**src/rtl/sdlc_rx_pkg.sv**
```systemverilog
`timescale 1ns/100ps
package sdlc_rx_pkg;
    typedef enum logic [1:0] {
        S_HUNT = 2'd0,
        S_ADDR = 2'd1,
        S_KEEP = 2'd2,
        S_SKIP = 2'd3
    } rx_state_t;
endpackage

```
**src/rtl/sdlc_rx_linedec.sv**
```systemverilog
`timescale 1ns/100ps
module sdlc_rx_linedec #(
    parameter int STUFF_RUN = 5
) (
    input  logic clk,
    input  logic rst_n,
    input  logic rx_en,
    input  logic bit_vld,
    input  logic bit_in,
    output logic ev_flag,
    output logic ev_abort,
    output logic ev_data,
    output logic ev_bit
);
    localparam int HOLD = STUFF_RUN + 2;
    localparam int CW   = $clog2(HOLD + 1);
    localparam logic [CW-1:0] K_STUFF = CW'(STUFF_RUN);
    localparam logic [CW-1:0] K_RUN6  = CW'(STUFF_RUN + 1);
    localparam logic [CW-1:0] K_HOLD  = CW'(HOLD);

    logic [CW-1:0]   ones_q;
    logic [CW-1:0]   fill_q;
    logic [HOLD-1:0] dly_q;
    logic            live, raw_push;

    always_comb begin
        live     = rx_en && bit_vld;
        ev_flag  = live && !bit_in && (ones_q == K_RUN6);
        ev_abort = live &&  bit_in && (ones_q == K_RUN6);
        raw_push = live && (bit_in ? (ones_q < K_RUN6)
                                   : (ones_q != K_STUFF && ones_q != K_RUN6));
        ev_data  = raw_push && (fill_q == K_HOLD);
        ev_bit   = dly_q[0];
    end

    always_ff @(posedge clk or negedge rst_n) begin
        if (!rst_n) begin
            ones_q <= '0;
            fill_q <= '0;
            dly_q  <= '0;
        end else if (!rx_en) begin
            ones_q <= '0;
            fill_q <= '0;
        end else if (bit_vld) begin
            if (bit_in) begin
                if (ones_q != K_HOLD) ones_q <= ones_q + 1'b1;
            end else begin
                ones_q <= '0;
            end
            if (ev_flag || ev_abort) begin
                fill_q <= '0;
            end else if (raw_push) begin
                dly_q <= {bit_in, dly_q[HOLD-1:1]};
                if (fill_q != K_HOLD) fill_q <= fill_q + 1'b1;
            end
        end
    end

    // a delimiter empties the hold line, so no bit leaves it on the next edge
    p_flag_flush_r2: assert property (@(posedge clk) disable iff (!rst_n)
        ev_flag |=> !ev_data);
endmodule

```
**src/rtl/sdlc_rx_framer.sv**
```systemverilog
`timescale 1ns/100ps
module sdlc_rx_framer
    import sdlc_rx_pkg::*;
#(
    parameter int DATA_W = 8
) (
    input  logic              clk,
    input  logic              rst_n,
    input  logic              rx_en,
    input  logic              match_en,
    input  logic [DATA_W-1:0] own_addr,
    input  logic              ev_flag,
    input  logic              ev_abort,
    input  logic              ev_data,
    input  logic              ev_bit,
    output logic              wr_en,
    output logic [DATA_W-1:0] wr_data,
    output logic              abort_hit
);
    localparam int BCW = $clog2(DATA_W);
    localparam logic [BCW-1:0]    LAST  = BCW'(DATA_W - 1);
    localparam logic [DATA_W-1:0] BCAST = {DATA_W{1'b1}};

    rx_state_t         st_q, st_d;
    logic [BCW-1:0]    cnt_q, cnt_d;
    logic [DATA_W-1:0] sr_q, sr_d, byte_now;
    logic              byte_done, addr_ok, wr_d;

    always_comb begin
        byte_now  = {ev_bit, sr_q[DATA_W-1:1]};
        byte_done = ev_data && (cnt_q == LAST) && (st_q != S_HUNT);
        addr_ok   = !match_en || (byte_now == own_addr) || (byte_now == BCAST);
    end

    // next state
    always_comb begin
        st_d  = st_q;
        cnt_d = cnt_q;
        sr_d  = sr_q;
        if (!rx_en) begin
            st_d  = S_HUNT;
            cnt_d = '0;
        end else if (ev_flag) begin
            st_d  = S_ADDR;
            cnt_d = '0;
        end else if (ev_abort) begin
            st_d  = S_HUNT;
            cnt_d = '0;
        end else if (ev_data) begin
            unique case (st_q)
                S_HUNT: ;
                S_ADDR: begin
                    sr_d  = byte_now;
                    cnt_d = byte_done ? '0 : cnt_q + 1'b1;
                    if (byte_done) st_d = addr_ok ? S_KEEP : S_SKIP;
                end
                S_KEEP, S_SKIP: begin
                    sr_d  = byte_now;
                    cnt_d = byte_done ? '0 : cnt_q + 1'b1;
                end
                default: st_d = S_HUNT;
            endcase
        end
    end

    // outputs
    always_comb begin
        wr_d      = 1'b0;
        abort_hit = 1'b0;
        unique case (st_q)
            S_HUNT: ;
            S_ADDR: wr_d = byte_done && addr_ok && !ev_flag && !ev_abort;
            S_KEEP: begin
                wr_d      = byte_done && !ev_flag && !ev_abort;
                abort_hit = ev_abort && !ev_flag;
            end
            S_SKIP: abort_hit = ev_abort && !ev_flag;
            default: ;
        endcase
    end

    always_ff @(posedge clk or negedge rst_n) begin
        if (!rst_n) begin
            st_q    <= S_HUNT;
            cnt_q   <= '0;
            sr_q    <= '0;
            wr_en   <= 1'b0;
            wr_data <= '0;
        end else begin
            st_q    <= st_d;
            cnt_q   <= cnt_d;
            sr_q    <= sr_d;
            wr_en   <= wr_d;
            wr_data <= byte_now;
        end
    end

    p_off_quiet_r1: assert property (@(posedge clk) disable iff (!rst_n)
        !rx_en |=> !wr_en);

    p_addr_gate_r3: assert property (@(posedge clk) disable iff (!rst_n)
        (wr_en && $past(st_q) == S_ADDR && $past(match_en))
        |-> (wr_data == $past(own_addr) || wr_data == BCAST));

    p_skip_quiet_r9: assert property (@(posedge clk) disable iff (!rst_n)
        (st_q == S_SKIP) |-> !wr_en);
endmodule

```
**src/rtl/sdlc_rx_abort.sv**
```systemverilog
`timescale 1ns/100ps
module sdlc_rx_abort (
    input  logic clk,
    input  logic rst_n,
    input  logic abort_hit,
    input  logic abort_clr,
    input  logic abort_ie,
    output logic abort_sts,
    output logic abort_irq
);
    always_ff @(posedge clk or negedge rst_n) begin
        if (!rst_n)         abort_sts <= 1'b0;
        else if (abort_hit) abort_sts <= 1'b1;
        else if (abort_clr) abort_sts <= 1'b0;
    end

    always_comb abort_irq = abort_sts && abort_ie;

    p_abort_set_r8: assert property (@(posedge clk) disable iff (!rst_n)
        abort_hit |=> abort_sts);

    p_sticky_r10: assert property (@(posedge clk) disable iff (!rst_n)
        (abort_sts && !abort_clr) |=> abort_sts);

    p_clear_r10: assert property (@(posedge clk) disable iff (!rst_n)
        (abort_clr && !abort_hit) |=> !abort_sts);
endmodule

```
**src/rtl/sdlc_rx_filter.sv**
```systemverilog
`timescale 1ns/100ps
module sdlc_rx_filter #(
    parameter int DATA_W    = 8,
    parameter int STUFF_RUN = 5
) (
    input  logic              clk,
    input  logic              rst_n,
    input  logic              rx_en,
    input  logic              match_en,
    input  logic              abort_ie,
    input  logic [DATA_W-1:0] own_addr,
    input  logic              bit_vld,
    input  logic              bit_in,
    input  logic              abort_clr,
    output logic              wr_en,
    output logic [DATA_W-1:0] wr_data,
    output logic              abort_sts,
    output logic              abort_irq
);
    logic ev_flag, ev_abort, ev_data, ev_bit, abort_hit;

    sdlc_rx_linedec #(.STUFF_RUN(STUFF_RUN)) u_dec (
        .clk      (clk),
        .rst_n    (rst_n),
        .rx_en    (rx_en),
        .bit_vld  (bit_vld),
        .bit_in   (bit_in),
        .ev_flag  (ev_flag),
        .ev_abort (ev_abort),
        .ev_data  (ev_data),
        .ev_bit   (ev_bit)
    );

    sdlc_rx_framer #(.DATA_W(DATA_W)) u_frm (
        .clk       (clk),
        .rst_n     (rst_n),
        .rx_en     (rx_en),
        .match_en  (match_en),
        .own_addr  (own_addr),
        .ev_flag   (ev_flag),
        .ev_abort  (ev_abort),
        .ev_data   (ev_data),
        .ev_bit    (ev_bit),
        .wr_en     (wr_en),
        .wr_data   (wr_data),
        .abort_hit (abort_hit)
    );

    sdlc_rx_abort u_abt (
        .clk       (clk),
        .rst_n     (rst_n),
        .abort_hit (abort_hit),
        .abort_clr (abort_clr),
        .abort_ie  (abort_ie),
        .abort_sts (abort_sts),
        .abort_irq (abort_irq)
    );
endmodule

```
**config.mk**
```make
export PLATFORM = sky130hd
export DESIGN_NAME = sdlc_rx_filter
export DESIGN_NICKNAME = d
export VERILOG_FILES = /design/src/rtl/sdlc_rx_pkg.sv /design/src/rtl/sdlc_rx_linedec.sv /design/src/rtl/sdlc_rx_framer.sv /design/src/rtl/sdlc_rx_abort.sv /design/src/rtl/sdlc_rx_filter.sv
export SDC_FILE = /design/constraint.sdc
export NUM_CORES = 1
export LEC_CHECK = 0
export ABC_AREA = 1
export BUFFER_PORTS_ARGS = -buffer_cell sky130_fd_sc_hd__buf_2
export CORE_MARGIN = 1
export CORE_UTILIZATION = 30
export DETAILED_ROUTE_END_ITERATION = 12
export GPL_TIMING_DRIVEN = 1
export PLACE_DENSITY = 0.55
export RECOVER_POWER = 100
export SLEW_MARGIN = 0
export SYNTH_ARGS = -nofsm -noshare
export SYNTH_HDL_FRONTEND = slang
export SYNTH_SLANG_ARGS = --single-unit
```
**constraint.sdc**
```tcl
create_clock -name clk -period 1.5 [get_ports clk]
set_input_delay 0.075 -clock clk [delete_from_list [all_inputs] [get_ports clk]]
set_output_delay 0.075 -clock clk [all_outputs]
set_load 0.02 [all_outputs]
```
* Word-level counts from Yosys, hierarchy flattened
Cells that the tools add are included.
Operators by class: $add $sub $neg 3, $mul 0, div/mod/pow operators 0, order comparisons 1, equal/unequal tests 20, shifts and indexed selects 0, mux-type cells 27, bitwise logic cells 3, reductions and logical operators 34
Operator list (number):
- two-way mux 3 bit | 15
- logical AND 1 bit | 17
- two-way mux 2 bit | 6
- != test 3 bit (second input constant) | 4
- != test 4 x 1 -> 1 bit (second input constant) | 3
- adder 3 x 1 -> 3 bit (second input constant) | 3
- == test 3 bit (second input constant) | 3
- == test 8 bit | 1
- == test 8 bit (second input constant) | 1
- != test 3 x 1 -> 1 bit (second input constant) | 2
- AND reduction 3 bit | 2
- two-way mux 1 bit | 5
- AND reduction 5 bit | 1
- == test 2 bit (second input constant) | 2
- logical NOT 1 bit | 4
- != test 4 x 2 -> 1 bit (second input constant) | 1
- AND reduction 2 bit | 2
- AND reduction 4 bit | 1
- nonzero test 2 bit | 2
- logical OR 1 bit | 3
- < comparator 3 bit (second input constant) | 1
- != test 3 x 2 -> 1 bit (second input constant) | 1
- NOT 1 bit | 3
- OR reduction 3 bit | 1
- 4 further kinds | 4
Storage, ports and cells: register bits after elaboration 36, bits in latches 0, bits in writable memories 0, memory bits (read-only) 0, output and inout bits 11, word-level logic and storage cells 97, memories 0

* Logic depth before layout (Yosys ltp)
depth after elaboration 13, depth in mapped cells 10

* Hierarchy
A second synthesis with hierarchy kept.
Unflattened totals: cells, all modules 214, area, all modules 1811.7 um^2
Modules (own cells, without submodules):
- sdlc_rx_framer | times used 1, cells an instance 114, area an instance 1024.7 um^2
- sdlc_rx_linedec | times used 1, cells an instance 93, area an instance 739.5 um^2
- sdlc_rx_abort | times used 1, cells an instance 7, area an instance 47.5 um^2

* Worst setup path after synthesis
No wires, ideal clock.
path kind register to register, start register u_dec.ones_q[0], end register u_frm.sr_q[5], setup time 119 ps, arrival 1364 ps, required time 1381 ps, setup slack 17 ps, cell stages (with the launch flop) 10, period minus slack after synthesis 1483 ps, cell sequence dfrtp_1 inv_1 ha_1 nor2_1 nor2_2 nor2_8 nand3_4 buf_6 nand2_1 o21ai_2
Between the ends: longest elaborated chain between the ends 6, elaborated cells on any way between the ends 13, classes of those cells 1 x order compare; 3 x eq/ne; 1 x mux; 2 x bitwise; 6 x reduce/logical
Ends and longest elaborated chain:
- start: declaration | RTL line sdlc_rx_linedec.sv:21 | logic [CW-1:0] ones_q;
- start signal: assignment | RTL line sdlc_rx_linedec.sv:46 | if (ones_q != K_HOLD) ones_q <= ones_q + 1'b1;
- parallel branches: the longest is 5 deep, another holds < comparator 3 bit
- AND reduction 5 bit (no source line) *
- end signal: assignment | RTL line sdlc_rx_framer.sv:92 | sr_q <= sr_d;
- end: declaration | RTL line sdlc_rx_framer.sv:26 | logic [DATA_W-1:0] sr_q, sr_d, byte_now;
Mark *: on every way between the ends. A chain may end at the register's enable or synchronous reset.

* Final worst setup path
start register u_dec.ones_q[0], end register u_frm.st_q[0]
Between the ends: longest elaborated chain between the ends 9, elaborated cells on any way between the ends 19, classes of those cells 1 x order compare; 6 x eq/ne; 4 x mux; 8 x reduce/logical
Ends and longest elaborated chain:
- parallel branches: the longest is 9 deep, another holds < comparator 3 bit
- end signal: assignment | RTL line sdlc_rx_framer.sv:90 | st_q <= st_d;
- end: declaration | RTL line sdlc_rx_framer.sv:24 | rx_state_t st_q, st_d;
Parallel ways; which one is timed is not known.

==> impl_results.md <==
* Status: finished, final reports clean
* Routed vias at roughly 1300
* Mapped Cells at 192
* Critical path arrival at 1720 ps
* Rows at 27
* Worst slew margin at about two fifths
* Inserted Clock Buffers at 5
* Starting DRT DRC Count at 59
* Fin util at 40.0%
* Post-synthesis cell type count at 23
* CTS root buf: clkbuf_8
* Clk_skew at between 2 and 3 ps
* Hpwl dp at roughly 2.3 mm
* Tcrit/Tclk final at between 90% and 100%
* Max Cap Viol at 0
* Min Tclk post-route at 1490 ps
* Final wirelength at 3.19 mm
* Starting Density at 31.4%
* Final hold viol count at 0
* Synth Cell Area at 0.00174 sq mm
* First-pass GRT wire length at 5.62 mm
* GR Overflow Total at 0
* CTS tree: done
* Fin area at 0.00221 sq mm
* CP required at 1720 ps
* Largest net degree at the start of global routing at 36
* # nets final at 264
* Max VDD drop at 0.000422 V
* Final Max Tran Viols at 0
* Die width at between 70 and 80 um
* Sequential area share after synthesis at 50.4%
* Number of diodes at 0
* Vias/cell at 4.24
* Setup crit start kind: flip-flop
* Layout cells sized above 1 at 30.0%
* CP Class: reg2reg
* Pwr Density at 854 mW/mm^2
* Worst skew pair latency at roughly 280 ps
* Syn-to-layout area delta at 27.4%
* Post-Syn Area per Cell at 9.05 sq um
* Crit path max fanout at 8
* Die Span Y at between 70 and 80 um
* Most common cell after layout, fill and taps aside: nand2_1
* Clk pin slew, worst setup/hold paths at 70 ps
* CP endpoint kind: flip-flop
* Number of synthesized register bits at 35
* Synth Warn # at 0
* Die area at 0.00610 sq mm
* Commonest non-fill, non-tap cells in the layout: nand2_1 (39), dfrtp_1 (34), inv_1 (27)
* Routed length per instance at 10.3 um
* Clock sinks at 35
* Clock Path Buffers at 2
* RSZ-0062 raised after global routing: yes
* Highest Clock Rate at 670 MHz
* TritonRoute pass-1 iters at 4
* Finish-stage setup viols at 0
* Mapped Nets at 220
* Vias in the first global route at 1266
* DRT antenna net count at 0
* Core area at 0.00554 sq mm
* I/O pins at 27
* Dpl cell area at 0.00201 sq mm
* Setup Buffers After CTS at 0
* Antenna violations before repair at 0
* DRC at 0
* Overall Global Routing Usage at 11.9%
* Sum of negative setup slack at 0 ps
* CTS H-tree lvls at 2
* LEAKAGE at 1.05 nW
* Hold Path Class: in2reg
* Gpl congestion at 0.761
* Worst-Margin Slew at 881 ps
* Port Buffer Count at 26
where the power goes:
part           internal (mW)  leakage [nW]  switching, mW
Sequential             0.993         0.447         0.0282
Combinational         0.0933         0.565          0.133
Clock                  0.325        0.0422          0.316
cell families (layout without fill, tap and decap cells):
group	count (synthesis)	after routing	share of synthesized area (%)
AO/OA/AOI/OAI	30	30	10.4
XOR/XNOR	3	3	1.51
adder cells (fa/ha/maj)	12	12	8.64
buffers and inverters	36	80	8.64
flip-flops	35	35	50.4
AND/OR/NAND/NOR	76	77	20.4
timing repair:
action,CTS,global route
setup endpoints to repair,17,27
hold buffers,2,0
hold endpoints to repair,36,0
gates resized for setup,4,33
gates cloned,1,0
pin swaps,3,10
worst max-delay path, stage by stage, from the launching register on:
cell and delay, ps:
dfrtp_1 390, inv_2 60, ha_4 170, nor2_4 120, nor2_4 50, nor2_8 210, nand4_1 190, nand2_1 110
nand3_1 60, nand2_1 60
worst paths after layout:
check,start,end,slack (ps),cells after the start
hold / removal,bit_in,u_dec.dly_q[6],100,3
setup reg to reg,u_dec.ones_q[0],u_frm.st_q[0],6,9
hold reg to reg,u_frm.sr_q[6],u_frm.wr_data[5],440,0
min in group asynchronous,rst_n,u_frm.wr_data[2],530,3
max in group asynchronous,rst_n,u_dec.ones_q[1],370,3
setup / recovery,u_dec.ones_q[0],u_frm.st_q[0],6,9
cell type report:
class | instances | area, sq um
Fill cell | 561 | 3330
Sequential cell | 35 | 877
Multi-Input combinational cell | 122 | 828
Timing Repair Buffer | 38 | 209
Inverter | 34 | 128
Tap cell | 72 | 90.1
Clock buffer | 7 | 76.3
Clock inverter | 1 | 5.00
registers in the layout (all words and copies together) (netlist names):
register	count
u_frm.st_q	2
u_dec.dly_q	7
u_frm.wr_en	1
u_frm.cnt_q	3
u_dec.ones_q	3
u_abt.abort_sts	1
u_dec.fill_q	3
u_frm.sr_q	7
u_frm.wr_data	8
layer usage:
metal	global-route usage, %	vias to the layer above	share of wire, %
met5	0	-	0
met4	5.56	0	1.6
met3	3.72	4	5.4
met2	18.9	26	45
met1	14.6	587	48
li1	-	694	-
stage by stage:
step / power, mW / instances / hold slack (ps) / setup slack (ps)
2_1_floorplan: 1.15 / 192 / -221 / 17.3
3_3_place_gp: 1.24 / 298 / 145 / -14.7
3_5_place_dp: 1.24 / 298 / 145 / -71.4
4_1_cts: 1.91 / 309 / 95.8 / -19.0
5_1_grt: 2.02 / 309 / 115 / -95.6
6_report: 1.89 / 309 / 100 / 6.41
cell usage after synthesis, drive strengths merged:
cell type	n	share of area (%)
o21ai	20	6.8
dfrtp	35	50
o21a	1	0.43
nand2	48	11
ha	12	8.6
xnor2	3	1.5
nand3	10	3.9
a21oi	7	2.4
nor2	12	3.7
nand4	4	1.4
inv	34	7.3
buf	2	1.3
nor3	2	0.58
o22ai	2	0.72
Note: power is estimated with default switching activity, not from simulation.
